$ cat config.mk
export PLATFORM = sky130hd
export DESIGN_NAME = sym_parity_enc
export DESIGN_NICKNAME = d
export VERILOG_FILES = /design/src/rtl/spc_pkg.sv /design/src/rtl/spc_packer.sv /design/src/rtl/spc_blocker.sv /design/src/rtl/sym_parity_enc.sv
export SDC_FILE = /design/constraint.sdc
export NUM_CORES = 1
export LEC_CHECK = 0
export ABC_AREA = 1
export BUFFER_PORTS_ARGS = -buffer_cell sky130_fd_sc_hd__buf_4
export CORE_UTILIZATION = 40
export CTS_CLUSTER_SIZE = 12
export DETAILED_ROUTE_END_ITERATION = 6
export RECOVER_POWER = 100
export SYNTH_ARGS = -nofsm -noshare
export SYNTH_HDL_FRONTEND = slang
export SYNTH_SLANG_ARGS = --single-unit
$ cat constraint.sdc
create_clock -name clk -period 2 [get_ports clk]
set_input_delay 0.1 -clock clk [delete_from_list [all_inputs] [get_ports clk]]
set_output_delay 0.1 -clock clk [all_outputs]
set_load 0.05 [all_outputs]
$ cat src/rtl/spc_pkg.sv
package spc_pkg;

  typedef enum logic [1:0] {
    MODE_W1 = 2'd0,
    MODE_W2 = 2'd1,
    MODE_W3 = 2'd2,
    MODE_W5 = 2'd3
  } width_mode_e;

  typedef enum logic {
    PH_MSG = 1'b0,
    PH_PAR = 1'b1
  } phase_e;

  // Symbol width in bits for a given mode code.
  function automatic logic [2:0] tuple_width(input logic [1:0] code);
    case (width_mode_e'(code))
      MODE_W1: return 3'd1;
      MODE_W2: return 3'd2;
      MODE_W3: return 3'd3;
      default: return 3'd5;
    endcase
  endfunction

endpackage

$ cat src/rtl/spc_packer.sv
// Serial-to-tuple packer: first accepted bit ends up as the tuple MSB.
module spc_packer #(
  parameter int MAX_M = 5,
  localparam int CW = $clog2(MAX_M + 1)
) (
  input  logic             clk,
  input  logic             rst_n,
  input  logic [CW-1:0]    m_width,
  input  logic             in_valid,
  input  logic             in_bit,
  output logic             in_ready,
  output logic             tup_valid,
  input  logic             tup_ready,
  output logic [MAX_M-1:0] tup_data
);

  logic [MAX_M-1:0] shreg;
  logic [CW-1:0]    fill;
  logic             take_bit;
  logic             pop;

  assign tup_valid = (fill == m_width);
  assign in_ready  = !tup_valid || tup_ready;
  assign take_bit  = in_valid && in_ready;
  assign pop       = tup_valid && tup_ready;

  always_ff @(posedge clk) begin
    if (!rst_n) begin
      shreg <= '0;
      fill  <= '0;
    end else if (take_bit) begin
      shreg <= {shreg[MAX_M-2:0], in_bit};
      fill  <= pop ? CW'(1) : CW'(fill + 1'b1);
    end else if (pop) begin
      fill <= '0;
    end
  end

  // Keep only the low M bits; older shifted bits are stale.
  for (genvar i = 0; i < MAX_M; i++) begin : g_keep
    assign tup_data[i] = shreg[i] & (m_width > CW'(i));
  end

endmodule

$ cat src/rtl/spc_blocker.sv
// Block framer: passes message symbols, then emits their XOR as parity.
module spc_blocker #(
  parameter int MAX_M   = 5,
  parameter int BLK_LEN = 8,
  localparam int IW = $clog2(BLK_LEN)
) (
  input  logic             clk,
  input  logic             rst_n,
  input  logic             tup_valid,
  input  logic [MAX_M-1:0] tup_data,
  output logic             tup_ready,
  output logic             out_valid,
  input  logic             out_ready,
  output logic [MAX_M-1:0] out_sym,
  output logic             out_last
);
  import spc_pkg::*;

  phase_e           phase;
  logic [IW-1:0]    idx;
  logic [MAX_M-1:0] acc;
  logic             slot_free;

  assign slot_free = !out_valid || out_ready;
  assign tup_ready = (phase == PH_MSG) && slot_free;

  always_ff @(posedge clk) begin
    if (!rst_n) begin
      phase     <= PH_MSG;
      idx       <= '0;
      acc       <= '0;
      out_valid <= 1'b0;
      out_sym   <= '0;
      out_last  <= 1'b0;
    end else if (slot_free) begin
      if (phase == PH_MSG && tup_valid) begin
        out_valid <= 1'b1;
        out_sym   <= tup_data;
        out_last  <= 1'b0;
        acc       <= acc ^ tup_data;
        if (idx == IW'(BLK_LEN - 1)) begin
          idx   <= '0;
          phase <= PH_PAR;
        end else begin
          idx <= IW'(idx + 1'b1);
        end
      end else if (phase == PH_PAR) begin
        out_valid <= 1'b1;
        out_sym   <= acc;
        out_last  <= 1'b1;
        acc       <= '0;
        phase     <= PH_MSG;
      end else begin
        out_valid <= 1'b0;
        out_last  <= 1'b0;
      end
    end
  end

endmodule

$ cat src/rtl/sym_parity_enc.sv
module sym_parity_enc #(
  parameter int MAX_M   = 5,
  parameter int BLK_LEN = 8
) (
  input  logic             clk,
  input  logic             rst_n,
  input  logic [1:0]       mode_sel,
  input  logic             in_valid,
  output logic             in_ready,
  input  logic             in_bit,
  output logic             out_valid,
  input  logic             out_ready,
  output logic [MAX_M-1:0] out_sym,
  output logic             out_last
);
  localparam int CW = $clog2(MAX_M + 1);

  logic [CW-1:0]    m_width;
  logic             tup_valid;
  logic             tup_ready;
  logic [MAX_M-1:0] tup_data;

  assign m_width = CW'(spc_pkg::tuple_width(mode_sel));

  spc_packer #(.MAX_M(MAX_M)) u_pack (
    .clk(clk), .rst_n(rst_n), .m_width(m_width),
    .in_valid(in_valid), .in_bit(in_bit), .in_ready(in_ready),
    .tup_valid(tup_valid), .tup_ready(tup_ready), .tup_data(tup_data)
  );

  spc_blocker #(.MAX_M(MAX_M), .BLK_LEN(BLK_LEN)) u_blk (
    .clk(clk), .rst_n(rst_n),
    .tup_valid(tup_valid), .tup_data(tup_data), .tup_ready(tup_ready),
    .out_valid(out_valid), .out_ready(out_ready),
    .out_sym(out_sym), .out_last(out_last)
  );

endmodule

==> results.cfg, run 1 <==
[sta]
rsz0062_at_grt = false
min_period_ps = 1840
slew_violations = 0
max_freq_mhz = 543
maxSlewHeadroom_pct = 60.0
worstMarginPinSlew_ps = 602
setup_tns_ps = 0
hold_ws_ps = 55.2
setup_violations = 0
hold_violations = 0
min_period_over_period_pct = 92.1
clock_skew_ps = 2.48

[grt]
grt_start_max_net_pins = 17
track_usage_pct = 17.3
antenna_found_initial = 0
grt_pass1_wl_um = 4700
grt_pass1_vias = 1113
grt-ovfl-total = 0

[cells_and_area]
area_growth_syn_to_layout_pct = 9.66
final_util_pct = 47.1
register_area_um2 = 480
multi_input_area_um2 = 732
drive_gt1_share_pct = 10.0
antenna_cells = 0
nNetsFinal = 224
fillers = 352

[floorplanning]
io_pins = 15
rows = 20
die_x_um = 59.7
initial_utilization_pct = 43.0
die_area_um2 = 3570
die_y_um = 59.7
coreArea_um2 = 3100

[logic_synthesis]
ys.warnings.count = 0
synthCells = 196
syn_nets = 209
avgSynthCellArea_um2 = 6.80
yosysSeqAreaShare_pct = 36.0
synth-seq-cells = 24
netlist_area_um2 = 1330
yosysUniqueCellTypes = 24

[placement]
gp_congestion = 0.825
io_buffer_count = 14
dp_hpwl_um = 2050

[critical_path]
r2r-start = u_pack.fill[0]
crit_arrival_ps = 1740
endpoint_kind = output pin
worstPathRequired_ps = 1900
cp_max_fo = 12
r2r_slack_ps = 410
start_kind = register
crit_start = u_pack.fill[0]
path_class = register to output pin
rr_worst_depth = 8

[route]
routed_wl_um = 2600
drt.antenna.violating_nets = 0
drt-vias-per-instance = 4.72
drtIter0Drc = 45
dr.pass1.iters = 4
wire_per_inst_um = 10.3
num_vias = 1195
drc_errors = 0

[power]
cellPowerDensity_nw_per_um2 = 611
peakVddDrop_mv = 0.271
p_leak_nw = 0.673
power_mw = 0.894

[clock_network]
cts_tree = done
numCtsBuffers = 3
hold_buffers = 0
cts.path.max_buffers = 2
cts.repair.resized = 0
cts.clk_slew.worst_paths_ps = 120
cts_max_level = 1
clkLatencyLatePin_ps = 310
clock_sinks = 24
cts_setup_buffers = 0
cts-root-buf = clkbuf_4

[min_path]
hold_depth = 3
hold_start = rst_n
hold_class = primary input to register

[run_status]
outcome = finished clean

[run]
max_cap_viol_count = 0
kinds of logic after synthesis:
kind of cell / count (synthesis) / share of synthesized area (%)
AOI/OAI and AO/OA: 27 / 10.6
xor gates and xnor gates: 4 / 2.63
adders and majority gates: 6 / 5.63
buffers and inverters: 29 / 9.10
DFF: 24 / 36.0
and+or+nand+nor: 106 / 36.0
cell usage in the layout, fill, tap and decap left out:
cell      synthesis  routed
nand3_2           3       3
xor2_1            3       3
a21oi_2           1       1
nand4_1           6       6
nand2_2           2       2
nor2_1           17      17
a21oi_1          23      23
nor2_8            1       1
nand3_1           6       6
clkinv_1          1       1
nand2_1          68      68
ha_1              6       6
clkbuf_4          0       3
o21ai_0           2       2
o21bai_1          1       1
inv_1            23      23
nand2_4           2       2
or2_4             1       1
xnor2_1           1       1
dfxtp_1          24      24
buf_4             1       7
clkbuf_1          1       7
inv_2             1       1
metrics by stage:
stage	setup WS [ps]	instances	area, um2
floorplan	280	196	1330
global placement	331	250	1470
detailed placement	261	250	1470
CTS	140	253	1490
global route	37.4	253	1460
finish	158	253	1460
metal layers:
layer / GRT usage [%] / part of all wire, % / up-vias
met5: 0 / 0 / -
met2: 27.9 / 46 / 15
li1: - / - / 642
met1: 22.7 / 50 / 531
met3: 3.46 / 2.5 / 7
met4: 5.98 / 2.0 / 0
sequential cells by signal (all words and copies together), names as in the netlist:
register and count:
u_blk.idx 3, u_blk.out_last 1, u_blk.acc 5, u_blk.out_sym 5
u_blk.phase 1, u_pack.fill 3, u_pack.shreg 5, u_blk.out_valid 1
cells in the mapped netlist, drive strengths merged:
cell / count / area share (%)
inv: 24 / 6.8
xor2: 3 / 2.0
nand2: 72 / 22
buf: 3 / 1.8
nand4: 6 / 2.8
nand3: 9 / 4.5
clkbuf: 1 / 0.28
dfxtp: 24 / 36
a21oi: 24 / 9.3
o21bai: 1 / 0.56
or2: 1 / 0.66
o21ai: 2 / 0.75
clkinv: 1 / 0.28
xnor2: 1 / 0.66
ha: 6 / 5.6
nor2: 18 / 6.3
layout make-up:
cell class,instances,area share [%]
Clock buffer,3,1.54
Inverter,25,6.42
Multi-Input combinational cell,143,50.0
Sequential cell,24,32.8
Tap cell,44,3.76
Timing Repair Buffer,14,5.39
critical path, cell delays in order, from the launching register on:
cell,delay (ps)
dfxtp_1,430
inv_1,120
nand2_2,90
nand2_4,60
nor2_8,130
nand2_4,90
or2_4,310
buf_4,210
report_power, final:
| group | total (mW) | internal (mW) | leakage (nW) | switching (mW) |
|---|---|---|---|---|
| sequential | 0.509 | 0.495 | 0.195 | 0.0134 |
| clock | 0.205 | 0.0705 | 0.0138 | 0.134 |
| combinational | 0.180 | 0.0582 | 0.464 | 0.122 |
path summary, 6_finish.rpt:
check / endpoint
max: in_ready
min: u_pack.shreg[2]
max reg2reg: u_blk.out_sym[4]
min reg2reg: u_blk.out_sym[4]
Note: power is estimated with default switching activity, not from simulation.
==> run 2, diff against run 1 <==
--- a/config.mk
+++ b/config.mk
@@ -7,9 +7,10 @@
 export LEC_CHECK = 0
 export ABC_AREA = 1
 export BUFFER_PORTS_ARGS = -buffer_cell sky130_fd_sc_hd__buf_4
-export CORE_UTILIZATION = 40
+export CORE_UTILIZATION = 57
 export CTS_CLUSTER_SIZE = 12
 export DETAILED_ROUTE_END_ITERATION = 6
+export PLACE_DENSITY = 0.78
 export RECOVER_POWER = 100
 export SYNTH_ARGS = -nofsm -noshare
 export SYNTH_HDL_FRONTEND = slang
==> run 2 against run 1 <==
Clock skew is 3.5 ps higher. Global-route usage is 7.1 points higher. Sequential share of layout area is 0.22 points lower. Critical path depth stayed put. First-iteration DRC count is 33% lower. Worst setup slack worse by 62 ps. Non-clock buffer count stayed put. Die area is 29% lower. Core utilization is 19 points higher. Via count is 4.6% higher. Clock power is 73% higher. Cell area is 0.68% higher. Critical path type unchanged. Largest cell class unchanged.
==> results.cfg, run 2 (synthesis gave the netlist of run 1 again) <==
[route]
dr.pass1.iters = 4
drc_errors = 0
num_vias = 1250
drtIter0Drc = 30
drt.antenna.violating_nets = 0
wire_per_inst_um = 11.6
routed_wl_um = 2760
drt-vias-per-instance = 5.25

[clock_network]
cts_tree = done
numCtsBuffers = 3
cts-root-buf = clkbuf_4
cts.repair.resized = 0
cts_max_level = 1
hold_buffers = 0
cts.path.max_buffers = 2
clock_sinks = 24
clkLatencyLatePin_ps = 320
cts_setup_buffers = 0
cts.clk_slew.worst_paths_ps = 130

[power]
peakVddDrop_mv = 0.697
power_mw = 1.05
p_leak_nw = 0.687
cellPowerDensity_nw_per_um2 = 710

[critical_path]
path_class = register to output pin
cp_max_fo = 12
worstPathRequired_ps = 1900
critPathBufInv = 2
slowest_delay_ps = 450
cp_num_cells = 7
start_kind = register
crit_slowest_cell = dfxtp_1
endpoint_kind = output pin
crit_arrival_ps = 1800
rr_worst_depth = 8
crit_path_cell_trace = inv_1 -> nand2_2 -> nand2_4 -> nor2_8 -> nand2_4 -> or2_4 -> clkbuf_4
crit_top_cell = nand2_4
critPathTopFamily = simple AND/OR/NAND/NOR gates

[cells_and_area]
antenna_cells = 0
drive_gt1_share_pct = 10.5
top_regs = u_blk.acc (5), u_blk.out_sym (5), u_pack.shreg (5)
final_common_cell = nand2_1
area_growth_syn_to_layout_pct = 10.4
fin_cells = 238
nNetsFinal = 224
layout_common_cells = 68 x nand2_1, 24 x dfxtp_1, 23 x inv_1, 23 x a21oi_1, 17 x nor2_1

[sta]
maxSlewHeadroom_pct = 60.4
hold_violations = 0
rsz0062_at_grt = false
slew_violations = 0
worstMarginPinSlew_ps = 597
setup_violations = 0
min_period_ps = 1900
max_freq_mhz = 525
min_period_over_period_pct = 95.2
setup_tns_ps = 0
hold_ws_ps = 51.5
clock_skew_ps = 5.94

[placement]
placed_cells = 234
gp_congestion = 0.950
io_buffer_count = 14
dp_hpwl_um = 2150

[grt]
grt_pass1_wl_um = 4660
antenna_found_initial = 0
grt_start_max_net_pins = 17
grt-ovfl-total = 0
grt_pass1_vias = 1148
track_usage_pct = 24.3

[floorplanning]
die_x_um = 50.4
rows = 17
coreArea_um2 = 2210
io_pins = 15
initial_utilization_pct = 60.3
die_area_um2 = 2540
die_y_um = 50.4

[run]
max_cap_viol_count = 0

[run_status]
outcome = finished clean

[min_path]
hold_depth = 3
hold_class = primary input to register
run 2: cell count changes in the layout (fill, tap and decap cells not counted):
cell,before,now
bufinv_16,0,1
clkbuf_4,3,4
buf_4,7,6
run 2: worst min-delay path, stage by stage:
cell and delay (ps):
buf_4 150, nand2_1 70, nor2_1 30
run 2: area by class of cell:
type / instances / area [um2]
Fill cell: 220 / 739
Clock inverter: 1 / 30.0
Multi-Input combinational cell: 143 / 732
Clock buffer: 3 / 22.5
Timing Repair Buffer: 14 / 78.8
Tap cell: 28 / 35.0
Inverter: 25 / 93.8
Sequential cell: 24 / 480
run 2: final timing paths:
kind | startpoint | end | slack (ps)
setup / recovery | u_pack.fill[0] | in_ready | 100
hold / removal | rst_n | u_pack.shreg[0] | 50
setup reg to reg | u_pack.fill[0] | u_blk.acc[3] | 380
hold reg to reg | u_blk.out_sym[0] | u_blk.out_sym[0] | 470
run 2: per-stage QoR:
step / setup WS (ps) / util [%] / area, um2
global route: 37.8 / 66.6 / 1470
CTS: 145 / 67.8 / 1500
global placement: 338 / 65.4 / 1450
floorplan: 280 / - / 1330
detailed placement: 274 / 65.4 / 1450
finish: 96.8 / 66.6 / 1470
run 2: per-layer routing:
layer	GRT usage, %	wire length (um)	up-vias
li1	-	-	646
met1	27.4	1230	570
met2	43.8	1370	27
met3	3.64	94	7
met4	12.5	63	0
met5	0	0	-
run 2: power by group:
part | switching [mW] | internal, mW | total (mW) | leakage (nW)
Sequential | 0.0144 | 0.496 | 0.510 | 0.195
Combinational | 0.123 | 0.0582 | 0.182 | 0.464
Clock | 0.151 | 0.203 | 0.354 | 0.0279
